==> src/rtl/tsc_pkg.sv <==
package tsc_pkg;
  localparam int unsigned CMD_W  = 8;
  localparam int unsigned REG_W  = 4;
  localparam int unsigned NREG   = 4;
  localparam int unsigned ADDR_W = 3;

  // command byte bit positions (decoded by the converter side as well)
  localparam int unsigned BIT_START = 7;
  localparam int unsigned BIT_MODE  = 3;
  localparam int unsigned BIT_DIR   = 0;
  localparam int unsigned BIT_PD    = 0;

  localparam logic [2:0] SETUP_CHAN  = 3'b010;
  localparam logic [2:0] INTCLK_ADDR = 3'b111;

  // edge number at which the first output slot begins
  function automatic int unsigned first_edge(input logic early, input int unsigned base);
    return early ? base - 32'd1 : base;
  endfunction

  // number of result slots in one frame
  function automatic int unsigned run_len(input logic cont, input logic long_run,
                                          input int unsigned n_short, input int unsigned n_long);
    if (!cont) return 32'd1;
    return long_run ? n_long : n_short;
  endfunction

  // true when edge n opens slot k of the frame, for some k below slots
  function automatic logic slot_hit(input int unsigned n, input int unsigned first,
                                    input int unsigned len, input int unsigned slots);
    if (n < first) return 1'b0;
    if (((n - first) % len) != 0) return 1'b0;
    return ((n - first) / len) < slots;
  endfunction
endpackage

==> src/rtl/tsc_sclk_edges.sv <==
module tsc_sclk_edges #(
  parameter int unsigned EDGE_W = 8
) (
  input  logic              clk,
  input  logic              rst_n,
  input  logic              csn,
  input  logic              sclk,
  output logic              rise,
  output logic              fall,
  output logic [EDGE_W-1:0] rise_n,
  output logic [EDGE_W-1:0] fall_n
);
  logic              sclk_q;
  logic [EDGE_W-1:0] rcnt, fcnt;

  assign rise   = !csn && sclk && !sclk_q;
  assign fall   = !csn && !sclk && sclk_q;
  assign rise_n = (rcnt == '1) ? rcnt : rcnt + 1'b1;
  assign fall_n = (fcnt == '1) ? fcnt : fcnt + 1'b1;

  always_ff @(posedge clk or negedge rst_n) begin
    if (!rst_n) begin
      sclk_q <= 1'b0;
      rcnt   <= '0;
      fcnt   <= '0;
    end else begin
      sclk_q <= sclk;
      if (csn) begin
        rcnt <= '0;
        fcnt <= '0;
      end else begin
        if (rise) rcnt <= rise_n;
        if (fall) fcnt <= fall_n;
      end
    end
  end
endmodule

==> src/rtl/tsc_setup_regs.sv <==
module tsc_setup_regs
  import tsc_pkg::*;
(
  input  logic              clk,
  input  logic              rst_n,
  input  logic              wr_en,
  input  logic [ADDR_W-1:0] wr_addr,
  input  logic [REG_W-1:0]  wr_data,
  input  logic [ADDR_W-1:0] rd_addr,
  input  logic [1:0]        seq_state,
  output logic [REG_W-1:0]  rd_data,
  output logic              cfg_panel,
  output logic              cfg_continue,
  output logic              cfg_count,
  output logic              cfg_ddly,
  output logic [2:0]        cfg_seqm,
  output logic [2:0]        cfg_interval,
  output logic [1:0]        cfg_sleep
);
  localparam logic [REG_W-1:0] WMASK [NREG] = '{4'hF, 4'hE, 4'hE, 4'hC};
  localparam int unsigned STATUS_REG = NREG - 1;

  logic [REG_W-1:0] reg_q [NREG];

  always_ff @(posedge clk or negedge rst_n) begin
    if (!rst_n) begin
      for (int i = 0; i < NREG; i++) reg_q[i] <= '0;
    end else if (wr_en) begin
      for (int i = 0; i < NREG; i++)
        if (wr_addr == ADDR_W'(i)) reg_q[i] <= wr_data & WMASK[i];
    end
  end

  always_comb begin
    rd_data = '0;
    for (int i = 0; i < NREG; i++)
      if (rd_addr == ADDR_W'(i)) rd_data = reg_q[i];
    if (rd_addr == ADDR_W'(STATUS_REG)) rd_data[1:0] = seq_state;
  end

  assign cfg_panel    = reg_q[0][3];
  assign cfg_continue = reg_q[0][2];
  assign cfg_count    = reg_q[0][1];
  assign cfg_ddly     = reg_q[0][0];
  assign cfg_seqm     = reg_q[1][3:1];
  assign cfg_interval = reg_q[2][3:1];
  assign cfg_sleep    = reg_q[3][3:2];
endmodule

==> src/rtl/tsc_tx.sv <==
module tsc_tx #(
  parameter int unsigned RES_W = 12,
  parameter int unsigned LOW_W = 8,
  parameter int unsigned REG_W = 4
) (
  input  logic             clk,
  input  logic             rst_n,
  input  logic             csn,
  input  logic             fall,
  input  logic             load_conv,
  input  logic             load_reg,
  input  logic             low_res,
  input  logic [RES_W-1:0] res,
  input  logic [REG_W-1:0] reg_val,
  output logic             dout
);
  logic [RES_W-1:0] sr;

  always_ff @(posedge clk or negedge rst_n) begin
    if (!rst_n) sr <= '0;
    else if (csn) sr <= '0;
    else if (fall) begin
      if (load_conv)
        sr <= low_res ? {res[RES_W-1 -: LOW_W], {(RES_W-LOW_W){1'b0}}} : res;
      else if (load_reg)
        sr <= {reg_val, {(RES_W-REG_W){1'b0}}};
      else
        sr <= {sr[RES_W-2:0], 1'b0};
    end
  end

  assign dout = sr[RES_W-1];
endmodule

==> src/rtl/tsc_spi_cmd.sv <==
module tsc_spi_cmd
  import tsc_pkg::*;
#(
  parameter int unsigned RES_W     = 12,
  parameter int unsigned LOW_W     = 8,
  parameter int unsigned EDGE_W    = 8,
  parameter int unsigned SLOT_LEN  = 16,
  parameter int unsigned BASE_EDGE = 9,
  parameter int unsigned SHORT_RUN = 6,
  parameter int unsigned LONG_RUN  = 10
) (
  input  logic             clk,
  input  logic             rst_n,
  input  logic             csn,
  input  logic             sclk,
  input  logic             din,
  output logic             dout,
  output logic             dout_oe,
  output logic             conv_req,
  output logic [2:0]       conv_chan,
  output logic             conv_mode,
  output logic             conv_pd,
  input  logic             res_valid,
  input  logic [RES_W-1:0] res_data,
  input  logic [1:0]       seq_state,
  output logic             intclk_cmd,
  output logic             intclk_rd,
  output logic             cfg_panel,
  output logic             cfg_continue,
  output logic             cfg_count,
  output logic             cfg_ddly,
  output logic [2:0]       cfg_seqm,
  output logic [2:0]       cfg_interval,
  output logic [1:0]       cfg_sleep
);
  localparam logic [EDGE_W-1:0] BYTE_EDGE = EDGE_W'(CMD_W);
  localparam logic [EDGE_W-1:0] WR_LAST   = EDGE_W'(CMD_W + REG_W);

  logic              rise, fall;
  logic [EDGE_W-1:0] rise_n, fall_n;
  logic [CMD_W-2:0]  cmd_sr;
  logic [CMD_W-1:0]  cmd_q, cur_cmd, byte_now;
  logic              have_cmd, cur_ok, at_byte;
  logic [REG_W-2:0]  wdat_sr;
  logic [RES_W-1:0]  res_q;
  logic [REG_W-1:0]  rd_data;
  int unsigned       first, slots;

  // named internal events
  logic              conv_fire, wr_en, load_conv, load_reg, intclk_fire, q_setup, cur_setup;
  logic [ADDR_W-1:0] wr_addr;
  logic [REG_W-1:0]  wr_data;

  tsc_sclk_edges #(.EDGE_W(EDGE_W)) u_edges (
    .clk(clk), .rst_n(rst_n), .csn(csn), .sclk(sclk),
    .rise(rise), .fall(fall), .rise_n(rise_n), .fall_n(fall_n)
  );

  assign byte_now  = {cmd_sr, din};
  assign at_byte   = rise && (rise_n == BYTE_EDGE);
  assign cur_cmd   = at_byte ? byte_now : cmd_q;
  assign cur_ok    = at_byte ? byte_now[BIT_START] : have_cmd;
  assign cur_setup = (cur_cmd[6:4] == SETUP_CHAN);
  assign q_setup   = (cmd_q[6:4] == SETUP_CHAN);

  assign first = first_edge(cfg_ddly, BASE_EDGE);
  assign slots = run_len(cfg_continue, cfg_count, SHORT_RUN, LONG_RUN);

  assign conv_fire = rise && cur_ok && !cur_setup &&
                     slot_hit(32'(rise_n), first, SLOT_LEN, slots);
  assign load_conv = fall && have_cmd && !q_setup &&
                     slot_hit(32'(fall_n), first, SLOT_LEN, slots);
  assign load_reg  = fall && have_cmd && q_setup && cmd_q[BIT_DIR] &&
                     (32'(fall_n) == first);

  assign wr_addr = cmd_q[3:1];
  assign wr_data = {wdat_sr, din};
  assign wr_en   = rise && (rise_n == WR_LAST) && have_cmd && q_setup &&
                   !cmd_q[BIT_DIR] && (wr_addr < ADDR_W'(NREG));

  assign intclk_fire = at_byte && byte_now[BIT_START] && (byte_now[6:4] == SETUP_CHAN) &&
                       (byte_now[3:1] == INTCLK_ADDR);

  always_ff @(posedge clk or negedge rst_n) begin
    if (!rst_n) begin
      cmd_sr     <= '0;
      cmd_q      <= '0;
      have_cmd   <= 1'b0;
      wdat_sr    <= '0;
      res_q      <= '0;
      conv_req   <= 1'b0;
      conv_chan  <= '0;
      conv_mode  <= 1'b0;
      conv_pd    <= 1'b0;
      intclk_cmd <= 1'b0;
      intclk_rd  <= 1'b0;
    end else begin
      conv_req   <= conv_fire;
      intclk_cmd <= intclk_fire;
      if (intclk_fire) intclk_rd <= byte_now[BIT_DIR];
      if (conv_fire) begin
        conv_chan <= cur_cmd[6:4];
        conv_mode <= cur_cmd[BIT_MODE];
        conv_pd   <= cur_cmd[BIT_PD];
      end
      if (res_valid) res_q <= res_data;
      if (csn) begin
        cmd_sr   <= '0;
        have_cmd <= 1'b0;
        wdat_sr  <= '0;
      end else if (rise) begin
        if (rise_n < BYTE_EDGE) cmd_sr <= byte_now[CMD_W-2:0];
        if (at_byte) begin
          cmd_q    <= byte_now;
          have_cmd <= byte_now[BIT_START];
        end
        if (rise_n > BYTE_EDGE && rise_n < WR_LAST)
          wdat_sr <= {wdat_sr[REG_W-3:0], din};
      end
    end
  end

  tsc_setup_regs u_regs (
    .clk(clk), .rst_n(rst_n), .wr_en(wr_en), .wr_addr(wr_addr), .wr_data(wr_data),
    .rd_addr(cmd_q[3:1]), .seq_state(seq_state), .rd_data(rd_data),
    .cfg_panel(cfg_panel), .cfg_continue(cfg_continue), .cfg_count(cfg_count),
    .cfg_ddly(cfg_ddly), .cfg_seqm(cfg_seqm), .cfg_interval(cfg_interval),
    .cfg_sleep(cfg_sleep)
  );

  tsc_tx #(.RES_W(RES_W), .LOW_W(LOW_W), .REG_W(REG_W)) u_tx (
    .clk(clk), .rst_n(rst_n), .csn(csn), .fall(fall), .load_conv(load_conv),
    .load_reg(load_reg), .low_res(cmd_q[BIT_MODE]), .res(res_q), .reg_val(rd_data),
    .dout(dout)
  );

  assign dout_oe = !csn;
endmodule

==> config.mk <==
export PLATFORM = sky130hd
export DESIGN_NAME = tsc_spi_cmd
export DESIGN_NICKNAME = d
export VERILOG_FILES = /design/src/rtl/tsc_pkg.sv /design/src/rtl/tsc_sclk_edges.sv /design/src/rtl/tsc_setup_regs.sv /design/src/rtl/tsc_tx.sv /design/src/rtl/tsc_spi_cmd.sv
export SDC_FILE = /design/constraint.sdc
export NUM_CORES = 1
export LEC_CHECK = 0
export BUFFER_PORTS_ARGS = -buffer_cell sky130_fd_sc_hd__buf_2
export CAP_MARGIN = 20
export CORE_ASPECT_RATIO = 1.5
export CORE_UTILIZATION = 42
export CTS_BUF_LIST = sky130_fd_sc_hd__clkbuf_8
export DETAILED_ROUTE_END_ITERATION = 8
export PLACE_DENSITY = 0.62
export SYNTH_ARGS = -nofsm -noshare
export SYNTH_HDL_FRONTEND = slang
export SYNTH_SLANG_ARGS = --single-unit
==> constraint.sdc <==
create_clock -name clk -period 5.7 [get_ports clk]
set_input_delay 0.57 -clock clk [delete_from_list [all_inputs] [get_ports clk]]
set_output_delay 0.57 -clock clk [all_outputs]
set_load 0.05 [all_outputs]
==> results of run 1 <==
[registers in the layout (all words and copies together), names as in the netlist, 2 cells and up]
signal               flops
res_q                   12
u_tx.sr                 12
u_edges.fcnt             8
u_edges.rcnt             8
cmd_q                    7
cmd_sr                   7
conv_chan                3
u_regs.cfg_interval      3
u_regs.cfg_seqm          3
wdat_sr                  3
u_regs.cfg_sleep         2
[report_power, final]
part / switching (W) / leakage (nW) / internal, W / total, W
clock network: 0.000220 / 0.111 / 0.000245 / 0.000465
registers: 0.0000101 / 1.07 / 0.000571 / 0.000581
logic: 0.0000496 / 1.10 / 0.0000286 / 0.0000782
total: 0.000280 / 2.28 / 0.000844 / 0.00112
[stage by stage]
step / hold slack (ps) / instances / util / total power, W / instance area, µm²
2_1_floorplan: 274 / 479 / - / 0.000639 / 4680
3_3_place_gp: 470 / 635 / 0.462 / 0.000669 / 4940
3_5_place_dp: 482 / 635 / 0.462 / 0.000670 / 4940
4_1_cts: 354 / 650 / 0.481 / 0.00113 / 5150
5_1_grt: 181 / 651 / 0.483 / 0.00116 / 5170
6_report: 149 / 651 / 0.483 / 0.00112 / 5170
[per-layer routing]
metal	up-vias	routed length [µm]
met4	0	205
met5	-	0
met1	1809	4530
met2	86	5650
met3	17	354
li1	1783	-
[cells by family (layout without fill, tap and decap cells)]
kind of cell	Yosys count	after routing	synth area share
AO/OA/AOI/OAI	81	81	0.125
XOR/XNOR	13	13	0.0243
adder cells (fa/ha/maj)	12	12	0.0321
buffers and inverters	39	67	0.0369
flip-flops	79	79	0.422
multiplexers	55	55	0.140
AND/OR/NAND/NOR	200	200	0.219
[worst max-delay path, stage by stage, from the launching register on]
cell and delay (ps):
dfrtp_1 570, ha_1 450, and3_1 510, nand2_1 160, xnor2_1 160, ha_1 230
ha_1 270, nand2_1 130, nor3b_1 70, nor4_1 490, nor2_1 100, xor2_1 160
ha_1 200, a211oi_1 320, nand2b_1 100, or4_4 430, a211oi_4 410, mux2_4 340
[final cells by class]
| cell class | instances | share of cell area |
|---|---|---|
| tap | 144 | 0.0348 |
| clock buffer | 9 | 0.0240 |
| clock inverter | 6 | 0.0167 |
| timing repair buffer | 44 | 0.0469 |
| multi-input combinational | 361 | 0.489 |
| sequential | 79 | 0.382 |
| inverter | 8 | 0.00581 |
[how the worst max path moves through the flow]
stage	to	slack (ps)	startpoint	cells after the start
floorplan	conv_chan[0]$_DFFE_PN0P_	1650	u_edges.rcnt[0]$_DFFE_PN0P_	18
global placement	conv_chan[0]$_DFFE_PN0P_	730	u_edges.rcnt[0]$_DFFE_PN0P_	17
detailed placement	conv_chan[0]$_DFFE_PN0P_	570	u_edges.rcnt[0]$_DFFE_PN0P_	17
CTS	conv_chan[0]$_DFFE_PN0P_	540	u_edges.rcnt[0]$_DFFE_PN0P_	17
global route	conv_pd$_DFFE_PN0P_	180	u_edges.rcnt[0]$_DFFE_PN0P_	17
finish	conv_chan[0]$_DFFE_PN0P_	480	u_edges.rcnt[0]$_DFFE_PN0P_	17
[synthesized netlist by cell type (all sizes together), types with 2 or more instances]
cell type,number,area (µm²)
nor3b,6,45.0
and3,6,37.5
a31oi,6,43.8
o21ai,14,70.1
mux4,3,67.6
a211o,4,35.0
a211oi,5,50.1
and4,2,17.5
or2,2,12.5
clkbuf,16,60.1
a221o,4,40.0
o211a,2,20.0
dfrtp,79,1980
mux2i,16,160
nor4,12,90.1
inv,8,30.0
nand2,57,216
a311oi,2,17.5
nand3,24,120
and2,2,12.5
o211ai,10,75.1
xnor2,5,43.8
or3,3,18.8
ha,12,150
nor4b,3,32.5
buf,15,82.6
nor3,5,25.0
mux2,36,428
o22ai,3,18.8
or3b,3,26.3
xor2,8,70.1
o21a,2,15.0
a21oi,19,95.1
nand2b,10,62.6
nor2b,3,18.8
nor2,49,186
or4,2,18.8
nand3b,2,15.0
nand4,7,50.1
==> impl_metrics.json, run 1 <==
{
  "status": "finished, final reports clean",
  "antenna_found_initial": 0,
  "dp_slack_ps": 575,
  "clock-sinks": 79,
  "fillers": 1064,
  "seqCellArea_um2": 1980,
  "drv_slew": 0,
  "routed_wl_um": 10700,
  "critPathMaxFanout": 12,
  "layout_setup_ws_ps": 483,
  "rsz0062_at_grt": "no",
  "hold_viol": 0,
  "grt_pass1_vias": 3705,
  "vdd_drop_max_v": 0.000144,
  "netlist_area_um2": 4680,
  "dr.pass1.iters": 4,
  "synthArstFlopShare": 1.00,
  "drt_iter0_markers": 178,
  "finClkSkew_ps": 13.6,
  "core_um2": 10700,
  "drive_above_1_share": 0.217,
  "synthFlopType": "dfrtp_1",
  "dieArea_um2": 11600,
  "dp_hpwl_um": 7700,
  "synth_warnings": 0,
  "ys_types": 65,
  "die_y_um": 131,
  "worst_pin_slew_ps": 866,
  "r2r_setup_slack_ps": 480,
  "cts_resized": 0,
  "busiest_layer": "met2",
  "fin_setup_tns_ps": 0,
  "powerDensity_nw_per_um2": 217,
  "io_pins": 42,
  "vias": 3695,
  "setup_viol": 0,
  "area_growth_pct": 10.5,
  "worstPathArrival_ps": 5460,
  "fmax_mhz": 192,
  "syn_area_per_cell_um2": 9.77,
  "cts_made_buffers": 9,
  "cts_tree": "built",
  "root_buffer": "clkbuf_8",
  "multiInputGateArea_um2": 2530,
  "start_kind": "register",
  "layout_common_cells": "dfrtp_1, nand2_1, nor2_1",
  "clock_latency_ps": 360,
  "fin_crit_sh": 0.915,
  "nets": 535,
  "critPathRequiredTime_ps": 5950,
  "synth_cells": 479,
  "grt_overflow": 0,
  "initial_utilization": 0.437,
  "met2_usage": 0.344,
  "num_antenna_cells": 0,
  "grt_max_degree": 80,
  "grt_use_total": 0.202,
  "cts_setup_buffers": 0,
  "hp-class": "input pin to async pin",
  "synth_edf_count": 0,
  "power.leakage_nw": 2.28,
  "rr_worst_depth": 17,
  "ys_seq_area_frac": 0.422,
  "place_congestion": 0.881,
  "wl_per_cell_um": 16.5,
  "path_clk_slew_ps": 80,
  "fin_crit_ps": 5220,
  "end_kind": "register",
  "grt_pass1_wl_um": 18300,
  "cts_max_level": 3,
  "r2r-end": "conv_chan[0]$_DFFE_PN0P_",
  "slew_headroom": 0.420,
  "crit_type": "register to register",
  "use_met1": 0.250,
  "met3_usage": 0.0314,
  "rows": 46,
  "synth_seq_cells": 79,
  "die_x_um": 88.2,
  "ant_nets": 0,
  "route.detailed.drc": 0,
  "ctsHoldBuffers": 0,
  "final_common_cell": "dfrtp_1",
  "clock_path_buffers": 2,
  "maxCapViolCount": 0,
  "vias_per_cell": 5.68,
  "io_buffers": 41,
  "reg2reg_from": "u_edges.rcnt[0]$_DFFE_PN0P_",
  "syn-num-nets": 511
}
Note: power is estimated with default switching activity, not from simulation.
==> run 2: changes to the inputs <==
- CORE_ASPECT_RATIO: 1.5 -> 1.25
- SKIP_LAST_GASP: not set -> 1
==> impl_metrics.json, run 2 (synthesis gave the netlist of run 1 again) <==
{
  "die_y_um": 120,
  "critPathMaxFanout": 12,
  "dp_hpwl_um": 7550,
  "fin_setup_tns_ps": 0,
  "die_x_um": 96.4,
  "reg2reg_from": "u_edges.rcnt[0]$_DFFE_PN0P_",
  "power.leakage_nw": 2.29,
  "grt_max_degree": 80,
  "fmax_mhz": 189,
  "crit_path_max_incr_delay_ps": 580,
  "path_clk_slew_ps": 90,
  "vias": 3772,
  "route.detailed.drc": 0,
  "layout_setup_ws_ps": 402,
  "place_congestion": 0.861,
  "ctsHoldBuffers": 0,
  "dieArea_um2": 11600,
  "cpMostUsedCell": "ha_1",
  "cts_resized": 0,
  "end_kind": "register",
  "grt_pass1_vias": 3691,
  "dp_slack_ps": 508,
  "grt_pass1_wl_um": 17900,
  "antenna_found_initial": 0,
  "vdd_drop_max_v": 0.000170,
  "nets": 535,
  "finClkSkew_ps": 9.84,
  "path_cells": "ha_1 > and3_1 > nand2_1 > xnor2_1 > ha_1 > ha_1 > nand2_1 > nor3b_1 > nor4_1 > nor2_1 > xor2_1 > ha_1 > a211oi_1 > nand2b_1 > or4_4 > a211oi_4 > mux2_4",
  "r2r-end": "conv_chan[0]$_DFFE_PN0P_",
  "drv_slew": 0,
  "dr.pass1.iters": 4,
  "fin_crit_ps": 5300,
  "final_common_cell": "dfrtp_1",
  "hp-class": "input pin to async pin",
  "worstPathArrival_ps": 5560,
  "setup_viol": 0,
  "crit_type": "register to register",
  "fillers": 1053,
  "wl_per_cell_um": 16.7,
  "clock_path_buffers": 2,
  "root_buffer": "clkbuf_8",
  "drt_iter0_markers": 237,
  "fin_crit_sh": 0.929,
  "num_antenna_cells": 0,
  "start_kind": "register",
  "crit_slowest_cell": "dfrtp_1",
  "ant_nets": 0,
  "rsz0062_at_grt": "no",
  "routed_wl_um": 10700,
  "rr_worst_depth": 17,
  "grt_use_total": 0.202,
  "critPathRequiredTime_ps": 5960,
  "initial_utilization": 0.437,
  "powerDensity_nw_per_um2": 219,
  "io_pins": 42,
  "crit_buf_inv": 0,
  "r2r_setup_slack_ps": 400,
  "grt_overflow": 0,
  "slew_headroom": 0.418,
  "maxCapViolCount": 0,
  "clock-sinks": 79,
  "clock_latency_ps": 360,
  "cts_tree": "built",
  "critPathTopFamily": "simple AND/OR/NAND/NOR gates",
  "reg_top3": "res_q x12, u_tx.sr x12",
  "io_buffers": 41,
  "cts_made_buffers": 9,
  "rows": 42,
  "worst_pin_slew_ps": 870,
  "drive_above_1_share": 0.217,
  "hold_viol": 0,
  "core_um2": 10700,
  "area_growth_pct": 10.6,
  "cts_setup_buffers": 0,
  "layout_common_cells": "dfrtp_1, nand2_1, nor2_1",
  "vias_per_cell": 5.89,
  "cts_max_level": 3,
  "status": "finished, final reports clean"
}
-- run 2: cell count changes in the layout (fill, tap and decap cells not counted), sizes merged --
cell	previous run	this run
clkbuf	9	10
clkinv	2	1
inv	10	11
-- run 2: worst max-delay path by stage --
stage,from,end,cells past startpoint
after detailed placement,u_edges.rcnt[0]$_DFFE_PN0P_,conv_chan[2]$_DFFE_PN0P_,17
after floorplan,u_edges.rcnt[0]$_DFFE_PN0P_,conv_chan[0]$_DFFE_PN0P_,18
after CTS,u_edges.rcnt[0]$_DFFE_PN0P_,conv_chan[0]$_DFFE_PN0P_,17
final,u_edges.rcnt[0]$_DFFE_PN0P_,conv_chan[0]$_DFFE_PN0P_,17
after global routing,u_edges.rcnt[0]$_DFFE_PN0P_,conv_chan[0]$_DFFE_PN0P_,17
after global placement,u_edges.rcnt[0]$_DFFE_PN0P_,conv_chan[1]$_DFFE_PN0P_,17
-- run 2: metal layers --
metal | GRT usage | part of all wire | vias to the layer above
met5 | 0 | 0 | -
met4 | 0.113 | 0.028 | 0
met3 | 0.0285 | 0.037 | 25
met2 | 0.324 | 0.50 | 98
met1 | 0.257 | 0.44 | 1872
li1 | - | - | 1777
-- run 2: power by group --
group          switching (W)  internal (W)
logic              0.0000501     0.0000291
registers          0.0000104      0.000571
clock network       0.000214      0.000258
total               0.000274      0.000858
-- run 2: layout make-up --
class / instances / area [µm²] / area share
Multi-Input combinational cell: 361 / 2530 / 0.489
Timing Repair Buffer: 44 / 250 / 0.0483
Tap cell: 132 / 165 / 0.0319
Clock buffer: 10 / 138 / 0.0266
Sequential cell: 79 / 1980 / 0.382
Clock inverter: 6 / 85.1 / 0.0164
Inverter: 8 / 30.0 / 0.00580
-- run 2: metrics by stage --
stage | area (µm²) | cells | hold WS [ps] | total power [W] | util
2_1_floorplan | 4680 | 479 | 274 | 0.000639 | -
3_3_place_gp | 4930 | 623 | 465 | 0.000668 | 0.460
3_5_place_dp | 4930 | 623 | 493 | 0.000670 | 0.460
4_1_cts | 5150 | 639 | 347 | 0.00114 | 0.480
5_1_grt | 5180 | 640 | 11.8 | 0.00117 | 0.483
6_report | 5180 | 640 | 9.42 | 0.00113 | 0.483
